<file path="config.mk">
export PLATFORM = sky130hd
export DESIGN_NAME = irq_regs
export DESIGN_NICKNAME = d
export VERILOG_FILES = /design/src/rtl/irq_regs_pkg.sv /design/src/rtl/irq_addr_dec.sv /design/src/rtl/irq_enable_reg.sv /design/src/rtl/irq_status_reg.sv /design/src/rtl/irq_line.sv /design/src/rtl/irq_regs.sv
export SDC_FILE = /design/constraint.sdc
export NUM_CORES = 1
export LEC_CHECK = 0
export ABC_AREA = 1
export BUFFER_PORTS_ARGS = -buffer_cell sky130_fd_sc_hd__buf_2
export CAP_MARGIN = 25
export CORE_AREA = 3 3 55 57
export CTS_CLUSTER_DIAMETER = 150
export DETAILED_ROUTE_END_ITERATION = 7
export DIE_AREA = 0 0 58 60
export GPL_TIMING_DRIVEN = 1
export PLACE_DENSITY = 0.71
export SYNTH_ARGS = -nofsm -noshare
export SYNTH_HDL_FRONTEND = slang
export SYNTH_SLANG_ARGS = --single-unit
</file>
<file path="constraint.sdc">
create_clock -name clk -period 1.32 [get_ports clk]
set_clock_uncertainty 0.15 [all_clocks]
set_input_delay 0.264 -clock clk [delete_from_list [all_inputs] [get_ports clk]]
set_output_delay 0.264 -clock clk [all_outputs]
set_load 0.02 [all_outputs]
</file>
<file path="src/rtl/irq_regs_pkg.sv">
package irq_regs_pkg;
  localparam int REG_W = 16;

  // bit positions that neighbours and software decode
  localparam int POS_ARB_LOST  = 0;
  localparam int POS_NACK      = 1;
  localparam int POS_ACC_RDY   = 2;
  localparam int POS_RX_RDY    = 3;
  localparam int POS_TX_RDY    = 4;
  localparam int POS_ADDR_ZERO = 8;
  localparam int POS_SLAVE_HIT = 9;
  localparam int POS_TX_UDF    = 10;
  localparam int POS_RX_OVR    = 11;
  localparam int POS_BUSY      = 12;
  localparam int POS_RX_DRAIN  = 13;
  localparam int POS_TX_DRAIN  = 14;

  localparam logic [REG_W-1:0] BIT1 = {{(REG_W-1){1'b0}}, 1'b1};

  localparam logic [REG_W-1:0] EVENT_MASK =
    (BIT1 << POS_ARB_LOST) | (BIT1 << POS_NACK) | (BIT1 << POS_ACC_RDY) |
    (BIT1 << POS_ADDR_ZERO) | (BIT1 << POS_SLAVE_HIT) |
    (BIT1 << POS_TX_UDF) | (BIT1 << POS_RX_OVR);

  localparam logic [REG_W-1:0] COND_MASK =
    (BIT1 << POS_RX_RDY) | (BIT1 << POS_TX_RDY) |
    (BIT1 << POS_RX_DRAIN) | (BIT1 << POS_TX_DRAIN);

  localparam logic [REG_W-1:0] STORE_MASK = EVENT_MASK | COND_MASK;
  localparam logic [REG_W-1:0] BUSY_BIT   = BIT1 << POS_BUSY;

  localparam logic [REG_W-1:0] ENABLE_MASK =
    (BIT1 << POS_ARB_LOST) | (BIT1 << POS_NACK) | (BIT1 << POS_ACC_RDY) |
    (BIT1 << POS_RX_RDY) | (BIT1 << POS_TX_RDY) |
    (BIT1 << POS_RX_DRAIN) | (BIT1 << POS_TX_DRAIN);

  localparam int          ADDR_W_DEF   = 8;
  localparam logic [7:0]  OFF_ENABLE   = 8'h04;
  localparam logic [7:0]  OFF_STATUS   = 8'h08;

  typedef struct packed {
    logic en_sel;
    logic st_sel;
    logic en_wr;
    logic st_wr;
  } reg_sel_t;
endpackage

</file>
<file path="src/rtl/irq_addr_dec.sv">
module irq_addr_dec
  import irq_regs_pkg::*;
#(
  parameter int ADDR_W = ADDR_W_DEF,
  parameter logic [ADDR_W-1:0] EN_OFF = ADDR_W'(OFF_ENABLE),
  parameter logic [ADDR_W-1:0] ST_OFF = ADDR_W'(OFF_STATUS)
) (
  input  logic [ADDR_W-1:0] addr,
  input  logic              wen,
  output reg_sel_t          sel
);
  always_comb begin
    sel.en_sel = (addr == EN_OFF);
    sel.st_sel = (addr == ST_OFF);
    sel.en_wr  = wen && (addr == EN_OFF);
    sel.st_wr  = wen && (addr == ST_OFF);
  end
endmodule

</file>
<file path="src/rtl/irq_enable_reg.sv">
module irq_enable_reg
  import irq_regs_pkg::*;
(
  input  logic             clk,
  input  logic             rst,
  input  logic             wr,
  input  logic [REG_W-1:0] wdata,
  output logic [REG_W-1:0] en_q
);
  always_ff @(posedge clk) begin
    if (rst)     en_q <= '0;
    else if (wr) en_q <= wdata & ENABLE_MASK;
  end
endmodule

</file>
<file path="src/rtl/irq_status_reg.sv">
module irq_status_reg
  import irq_regs_pkg::*;
(
  input  logic             clk,
  input  logic             rst,
  input  logic [REG_W-1:0] set_vec,
  input  logic [REG_W-1:0] cond_vec,
  input  logic [REG_W-1:0] clr_vec,
  input  logic             busy,
  output logic [REG_W-1:0] stat_q,
  output logic [REG_W-1:0] stat_rd
);
  logic [REG_W-1:0] clr_eff;
  logic [REG_W-1:0] stat_n;

  always_comb begin
    // a live condition blocks its own acknowledge
    clr_eff = clr_vec & ~cond_vec;
    // setting sources are applied after the clear so they win
    stat_n  = ((stat_q & ~clr_eff) | set_vec | cond_vec) & STORE_MASK;
  end

  always_ff @(posedge clk) begin
    if (rst) stat_q <= '0;
    else     stat_q <= stat_n;
  end

  assign stat_rd = stat_q | (busy ? BUSY_BIT : '0);
endmodule

</file>
<file path="src/rtl/irq_line.sv">
module irq_line
  import irq_regs_pkg::*;
(
  input  logic [REG_W-1:0] pend,
  input  logic [REG_W-1:0] en,
  output logic             irq
);
  assign irq = |(pend & en);
endmodule

</file>
<file path="src/rtl/irq_regs.sv">
module irq_regs
  import irq_regs_pkg::*;
#(
  parameter int ADDR_W = ADDR_W_DEF,
  parameter logic [ADDR_W-1:0] EN_OFF = ADDR_W'(OFF_ENABLE),
  parameter logic [ADDR_W-1:0] ST_OFF = ADDR_W'(OFF_STATUS)
) (
  input  logic              clk,
  input  logic              rst,
  input  logic [ADDR_W-1:0] reg_addr,
  input  logic              reg_wen,
  input  logic [REG_W-1:0]  reg_wdata,
  output logic [REG_W-1:0]  reg_rdata,
  input  logic              evt_arb_lost,
  input  logic              evt_nack,
  input  logic              evt_acc_rdy,
  input  logic              evt_addr_zero,
  input  logic              evt_slave_hit,
  input  logic              evt_tx_underflow,
  input  logic              evt_rx_overrun,
  input  logic              cond_rx_rdy,
  input  logic              cond_tx_rdy,
  input  logic              cond_rx_drain,
  input  logic              cond_tx_drain,
  input  logic              bus_busy,
  output logic              irq_o
);
  reg_sel_t         sel;
  logic [REG_W-1:0] set_vec;
  logic [REG_W-1:0] cond_vec;
  logic [REG_W-1:0] clr_vec;
  logic [REG_W-1:0] stat_q;
  logic [REG_W-1:0] stat_rd;
  logic [REG_W-1:0] en_q;

  always_comb begin
    set_vec = '0;
    set_vec[POS_ARB_LOST]  = evt_arb_lost;
    set_vec[POS_NACK]      = evt_nack;
    set_vec[POS_ACC_RDY]   = evt_acc_rdy;
    set_vec[POS_ADDR_ZERO] = evt_addr_zero;
    set_vec[POS_SLAVE_HIT] = evt_slave_hit;
    set_vec[POS_TX_UDF]    = evt_tx_underflow;
    set_vec[POS_RX_OVR]    = evt_rx_overrun;
    cond_vec = '0;
    cond_vec[POS_RX_RDY]   = cond_rx_rdy;
    cond_vec[POS_TX_RDY]   = cond_tx_rdy;
    cond_vec[POS_RX_DRAIN] = cond_rx_drain;
    cond_vec[POS_TX_DRAIN] = cond_tx_drain;
  end

  assign clr_vec = sel.st_wr ? reg_wdata : '0;

  irq_addr_dec #(.ADDR_W(ADDR_W), .EN_OFF(EN_OFF), .ST_OFF(ST_OFF)) u_dec (
    .addr (reg_addr),
    .wen  (reg_wen),
    .sel  (sel)
  );

  irq_enable_reg u_en (
    .clk   (clk),
    .rst   (rst),
    .wr    (sel.en_wr),
    .wdata (reg_wdata),
    .en_q  (en_q)
  );

  irq_status_reg u_st (
    .clk      (clk),
    .rst      (rst),
    .set_vec  (set_vec),
    .cond_vec (cond_vec),
    .clr_vec  (clr_vec),
    .busy     (bus_busy),
    .stat_q   (stat_q),
    .stat_rd  (stat_rd)
  );

  irq_line u_irq (
    .pend (stat_q),
    .en   (en_q),
    .irq  (irq_o)
  );

  always_comb begin
    if (sel.en_sel)      reg_rdata = en_q;
    else if (sel.st_sel) reg_rdata = stat_rd;
    else                 reg_rdata = '0;
  end
endmodule

</file>
Word-level counts from Yosys, hierarchy flattened

Cells that the tools add are included.
Widths: inputs -> output; s select.

Eq/ne operators: 2
Bitwise logic cells: 8
Reductions and logical operators: 3
Mux-type cells: 4

Operators by type and width:

| cell               | number |
|---|---|
| $and 15x15->15     | 3 |
| $mux 16            | 2 |
| $not 15->15        | 2 |
| $reduce_or 16->1   | 1 |
| $mux 15            | 1 |
| $or 15x12->15      | 1 |
| $or 15x13->15      | 1 |
| $or 15x15->15      | 1 |
| $mux 13            | 1 |
| $eq 8x3->1 const B | 1 |
| $eq 8x4->1 const B | 1 |
| $logic_and 1x1->1  | 2 |

Logic and storage cells: 19
Register bits: 18

Longest topological paths before layout

Word-level depth: 8
Mapped depth: 8
Mapped depth without buffers: 7

Modules after synthesis

A second synthesis with hierarchy kept.

Cell total of the unflattened synthesis: 279
Area total of the unflattened synthesis: 1689.1 um^2

By module, submodules not included:

| module         | cells an instance | area each (um^2) | instances | sequential area each (um^2) |
|---|---|---|---|---|
| irq_status_reg | 78                | 609.3            | 1         | 220.2 |
| irq_regs       | 89                | 499.2            | 1         | 0.0 |
| irq_enable_reg | 54                | 357.8            | 1         | 140.1 |
| irq_line       | 35                | 133.9            | 1         | 0.0 |
| irq_addr_dec   | 23                | 88.8             | 1         | 0.0 |

Worst setup path after synthesis

No wires, ideal clock.

Kind: in2out
Start point: input reg_addr[5]
End point: output reg_rdata[10]
Stages: 6
Data required time: 906 ps
Arrival time: 1167 ps
Setup slack: -261 ps
Path buffers: 1
Cells stage by stage: nor2_1 -> nand2_2 -> nor2_4 -> buf_6 -> inv_2 -> nor2_1

Cells in the longest elaborated chain, start to end: 3

RTL lines:

| element         | line               | text |
|---|---|---|
| start, declared | irq_regs.sv:10     | `input logic [ADDR_W-1:0] reg_addr,` |
| $eq 8x4->1      | irq_addr_dec.sv:14 | `sel.st_sel = (addr == ST_OFF);` |
| $mux 16         | irq_regs.sv:87     | `else if (sel.st_sel) reg_rdata = stat_rd;` |
| $mux 16 *       | irq_regs.sv:86     | `if (sel.en_sel) reg_rdata = en_q;` |
| end, declared   | irq_regs.sv:13     | `output logic [REG_W-1:0] reg_rdata,` |

Mark *: on every way between the ends. The rest lies on a longest branch, timed or not.

Worst setup path in the final report

Start point: register u_en.en_q[2]
End point: output irq_o

Cells in the longest elaborated chain, start to end: 2

RTL lines:

| element                | line                 | text |
|---|---|---|
| start, declared        | irq_enable_reg.sv:8  | `output logic [REG_W-1:0] en_q` |
| start signal, assigned | irq_enable_reg.sv:12 | `else if (wr) en_q <= wdata & ENABLE_MASK;` |
| $and 15x15->15         | irq_line.sv:8        | `assign irq = \|(pend & en);` |
| $reduce_or 16->1       | irq_line.sv:8        |  |
| end, declared          | irq_regs.sv:26       | `output logic irq_o` |

No other way between the ends.

==> run_summary.xml <==
<?xml version="1.0" encoding="UTF-8"?>
<metrics>
  <group name="synthesis">
    <metric name="synth_top_flop_cell" unit="">dfxtp_1</metric>
    <metric name="synth_sequential_area_ratio" unit="%">37.60</metric>
    <metric name="synth-edff-count" unit="">0</metric>
    <metric name="post-synth-top-area-fraction" unit="%">37.60</metric>
    <metric name="synth_area" unit="um2">958.4</metric>
    <metric name="avgSynthCellArea" unit="um2">7.261</metric>
    <metric name="synth_most_common_cell" unit="">nand2_1</metric>
    <metric name="synth_top_cell_by_area" unit="">dfxtp_1</metric>
    <metric name="synthesis.instances" unit="">132</metric>
    <metric name="post_synth_most_frequent_cells" unit="">25 x nand2_1, 18 x a21oi_1, 18 x dfxtp_1</metric>
    <metric name="async_flop_share" unit="%">0</metric>
    <metric name="synth-seq-cells" unit="">18</metric>
    <metric name="netlist_top_cells_area" unit="">dfxtp_1 38%, nand2_1 9.8%, a21oi_1 9.4%</metric>
    <metric name="synthDistinctLibCells" unit="">19</metric>
    <metric name="synthesis.yosys.warnings" unit="">0</metric>
  </group>
  <group name="cells_and_area">
    <metric name="insertedDiodeCount" unit="">0</metric>
    <metric name="filler_free_cell_count_of_the_finished_design" unit="">229</metric>
    <metric name="final_nets" unit="">239</metric>
    <metric name="layout.core_utilization" unit="%">69.59</metric>
    <metric name="layout-drive-gt1-share" unit="%">59.80</metric>
    <metric name="total_non_filler_cell_area_in_the_finished_layout" unit="um2">1755</metric>
    <metric name="flow.area_growth_from_synthesis" unit="%">83.16</metric>
  </group>
  <group name="floorplan">
    <metric name="initial_utilization" unit="%">38.00</metric>
    <metric name="num_io_pins" unit="">56</metric>
    <metric name="core-area" unit="um2">2522</metric>
    <metric name="design.die.area" unit="um2">3480</metric>
    <metric name="die_width" unit="um">58</metric>
    <metric name="placement_rows" unit="">18</metric>
    <metric name="die_y" unit="um">60</metric>
  </group>
  <group name="worst_setup_path">
    <metric name="reg2regPathDepth" unit="">4</metric>
    <metric name="crit-reg2reg-launch" unit="">u_st.stat_q[0]$_SDFF_PP0_</metric>
    <metric name="r2r_setup_slack" unit="ns">0.37</metric>
    <metric name="worstPathRequired" unit="ns">0.91</metric>
    <metric name="criticalPathCategory" unit="">reg2out</metric>
    <metric name="critical_path.startpoint_type" unit="">flop</metric>
    <metric name="critical_path.reg2reg.endpoint" unit="">u_st.stat_q[0]$_SDFF_PP0_</metric>
    <metric name="crit_fanout" unit="">2</metric>
    <metric name="worst_setup_path_end_kind" unit="">output port</metric>
    <metric name="worstSetupStartpoint" unit="">u_en.en_q[2]$_SDFFE_PP0P_</metric>
    <metric name="cp_data_arrival_time" unit="ns">1.19</metric>
  </group>
  <group name="clocking">
    <metric name="numCtsBuffers" unit="">3</metric>
    <metric name="cts-root-buf" unit="">clkbuf_4</metric>
    <metric name="clk_pin_slew" unit="ns">0.11</metric>
    <metric name="hold_buffers" unit="">0</metric>
    <metric name="ctsHtreeMaxLevel" unit="">1</metric>
    <metric name="cts_tree" unit="">built</metric>
    <metric name="cts_max_path_buffers" unit="">2</metric>
    <metric name="cts_num_sinks" unit="">18</metric>
    <metric name="latest_clock_arrival_within_the_worst_skew_pair" unit="ns">0.30</metric>
  </group>
  <group name="pwr">
    <metric name="power_density" unit="nW/um2">642.2</metric>
    <metric name="seqPwrFrac" unit="%">52.1</metric>
    <metric name="clock_power_share" unit="%">30.6</metric>
    <metric name="max-vdd-ir-drop" unit="mV">0.5412</metric>
    <metric name="cellInternalPower" unit="uW">829.1</metric>
    <metric name="power.switching_fraction" unit="%">26.45</metric>
    <metric name="power.switching" unit="uW">298.2</metric>
    <metric name="finalPower" unit="mW">1.127</metric>
    <metric name="leakage_power" unit="nW">0.8366</metric>
    <metric name="combPwrFrac" unit="%">17.3</metric>
  </group>
  <group name="global_route">
    <metric name="grt_usage" unit="%">19.47</metric>
    <metric name="vias_in_the_first_global_route" unit="">1218</metric>
    <metric name="global_route.overflow_total" unit="">0</metric>
    <metric name="grt_max_degree" unit="">19</metric>
    <metric name="grt_antenna_before_repair" unit="">0</metric>
    <metric name="grt_first_pass_wirelength" unit="mm">5.209</metric>
  </group>
  <group name="drt">
    <metric name="route.detailed.wl_per_inst" unit="um">14.18</metric>
    <metric name="wirelength" unit="mm">3.247</metric>
    <metric name="routed_via_density" unit="">4.878</metric>
    <metric name="ant_nets" unit="">0</metric>
    <metric name="detail_route.first_pass.iterations" unit="">6</metric>
    <metric name="detailedRoute.firstIterationViolations" unit="">23</metric>
    <metric name="route.detailed.drc" unit="">0</metric>
    <metric name="routed-via-count" unit="">1117</metric>
  </group>
  <group name="placed_design">
    <metric name="dpl-instance-area" unit="um2">1381</metric>
    <metric name="number_of_port_buffers" unit="">46</metric>
    <metric name="post-place-cells" unit="">212</metric>
    <metric name="dp_hpwl" unit="mm">1.906</metric>
    <metric name="gp_congestion" unit="">0.7647</metric>
  </group>
  <group name="worst_hold_path">
    <metric name="whs_path_cells" unit="">3</metric>
    <metric name="worst_hold_path_type" unit="">in2reg</metric>
    <metric name="min-delay-start" unit="">cond_rx_rdy</metric>
    <metric name="worst_hold_endpoint" unit="">u_st.stat_q[3]$_SDFF_PP0_</metric>
  </group>
  <group name="sta">
    <metric name="worst_slack" unit="ns">-0.2837</metric>
    <metric name="tns_setup" unit="ns">-3.044</metric>
    <metric name="post_route_minimum_period" unit="ns">1.604</metric>
    <metric name="hold_violations" unit="">0</metric>
    <metric name="clock.fmax" unit="MHz">623.6</metric>
    <metric name="final_report_setup_violation_count" unit="">13</metric>
    <metric name="setup_repair_after_global_routing_missed_its_margin" unit="">true</metric>
    <metric name="finalMaxSlewViolations" unit="">0</metric>
    <metric name="fin_crit_share" unit="%">121.5</metric>
  </group>
  <group name="job">
    <metric name="cap_viol_max_count" unit="">0</metric>
  </group>
  <group name="run_status">
    <metric name="run_status" unit="">finished, violations left</metric>
    <metric name="violated_checks" unit="">negative setup slack</metric>
  </group>
</metrics>
## power groups by stage
stage               clock network, mW  logic (mW)  registers [mW]
detailed placement                  0       0.155           0.596
global route                    0.386       0.214           0.591
global placement                    0       0.152           0.595
floorplan                           0      0.0899           0.594
finish                          0.345       0.195           0.587
CTS                             0.356       0.183           0.587
## cell families after synthesis
group                  after synthesis  share of synthesized area, %
flip-flops                          18                         37.60
buffers and inverters               28                         15.27
AND/OR/NAND/NOR                     59                         29.90
other                                1                        0.3913
AO/OA/AOI/OAI                       26                         16.84
## timing repair
item,CTS,global route
setup buffers,10,3
setup endpoints to repair,13,28
resized for setup,50,18
pin swaps,19,8
gates cloned,2,0
## per-stage QoR
stage / hold slack (ns) / setup WS (ns)
detailed placement: 0.3033 / -0.3177
floorplan: 0.2480 / -0.1387
finish: 0.03803 / -0.2837
global route: 0.03530 / -0.3668
global placement: 0.2993 / -0.3005
CTS: 0.02887 / -0.2953
## layer usage
metal	share of wire, %	GRT usage, %
met3	5.1	2.376
met2	55	37.26
met5	0	0
met4	0.34	6.291
met1	39	22.18
## how the worst max path moves through the flow
stage	end
after global routing	irq_o
final	irq_o
after detailed placement	reg_rdata[10]
after CTS	irq_o
after floorplan	reg_rdata[10]
after global placement	reg_rdata[10]
## final cells by class
class | instances | area (um2)
fill | 198 | 767.0
multi-input combinational | 89 | 644.4
timing repair buffer | 70 | 581.8
sequential | 18 | 367.9
inverter | 18 | 87.58
tap | 30 | 37.54
clock buffer | 4 | 36.28
## layout by cell type, fill, tap and decap left out, drive strengths merged
cell type and n:
a21oi 19, a22o 7, buf 70, clkbuf 4, conb 4, dfxtp 18
inv 18, nand2 27, nand3 20, nand4 1, nor2 11
## critical path: stages (launching register included)
cell and delay [ns]:
dfxtp_2 0.35, nand2_2 0.06, nand3_2 0.08, a21oi_2 0.12
nand4_1 0.11, buf_4 0.18
## state kept, by name (all words and copies together) (netlist names)
register / flops
u_st.stat_q: 11
u_en.en_q: 7
(Power assumes the default switching activity.)
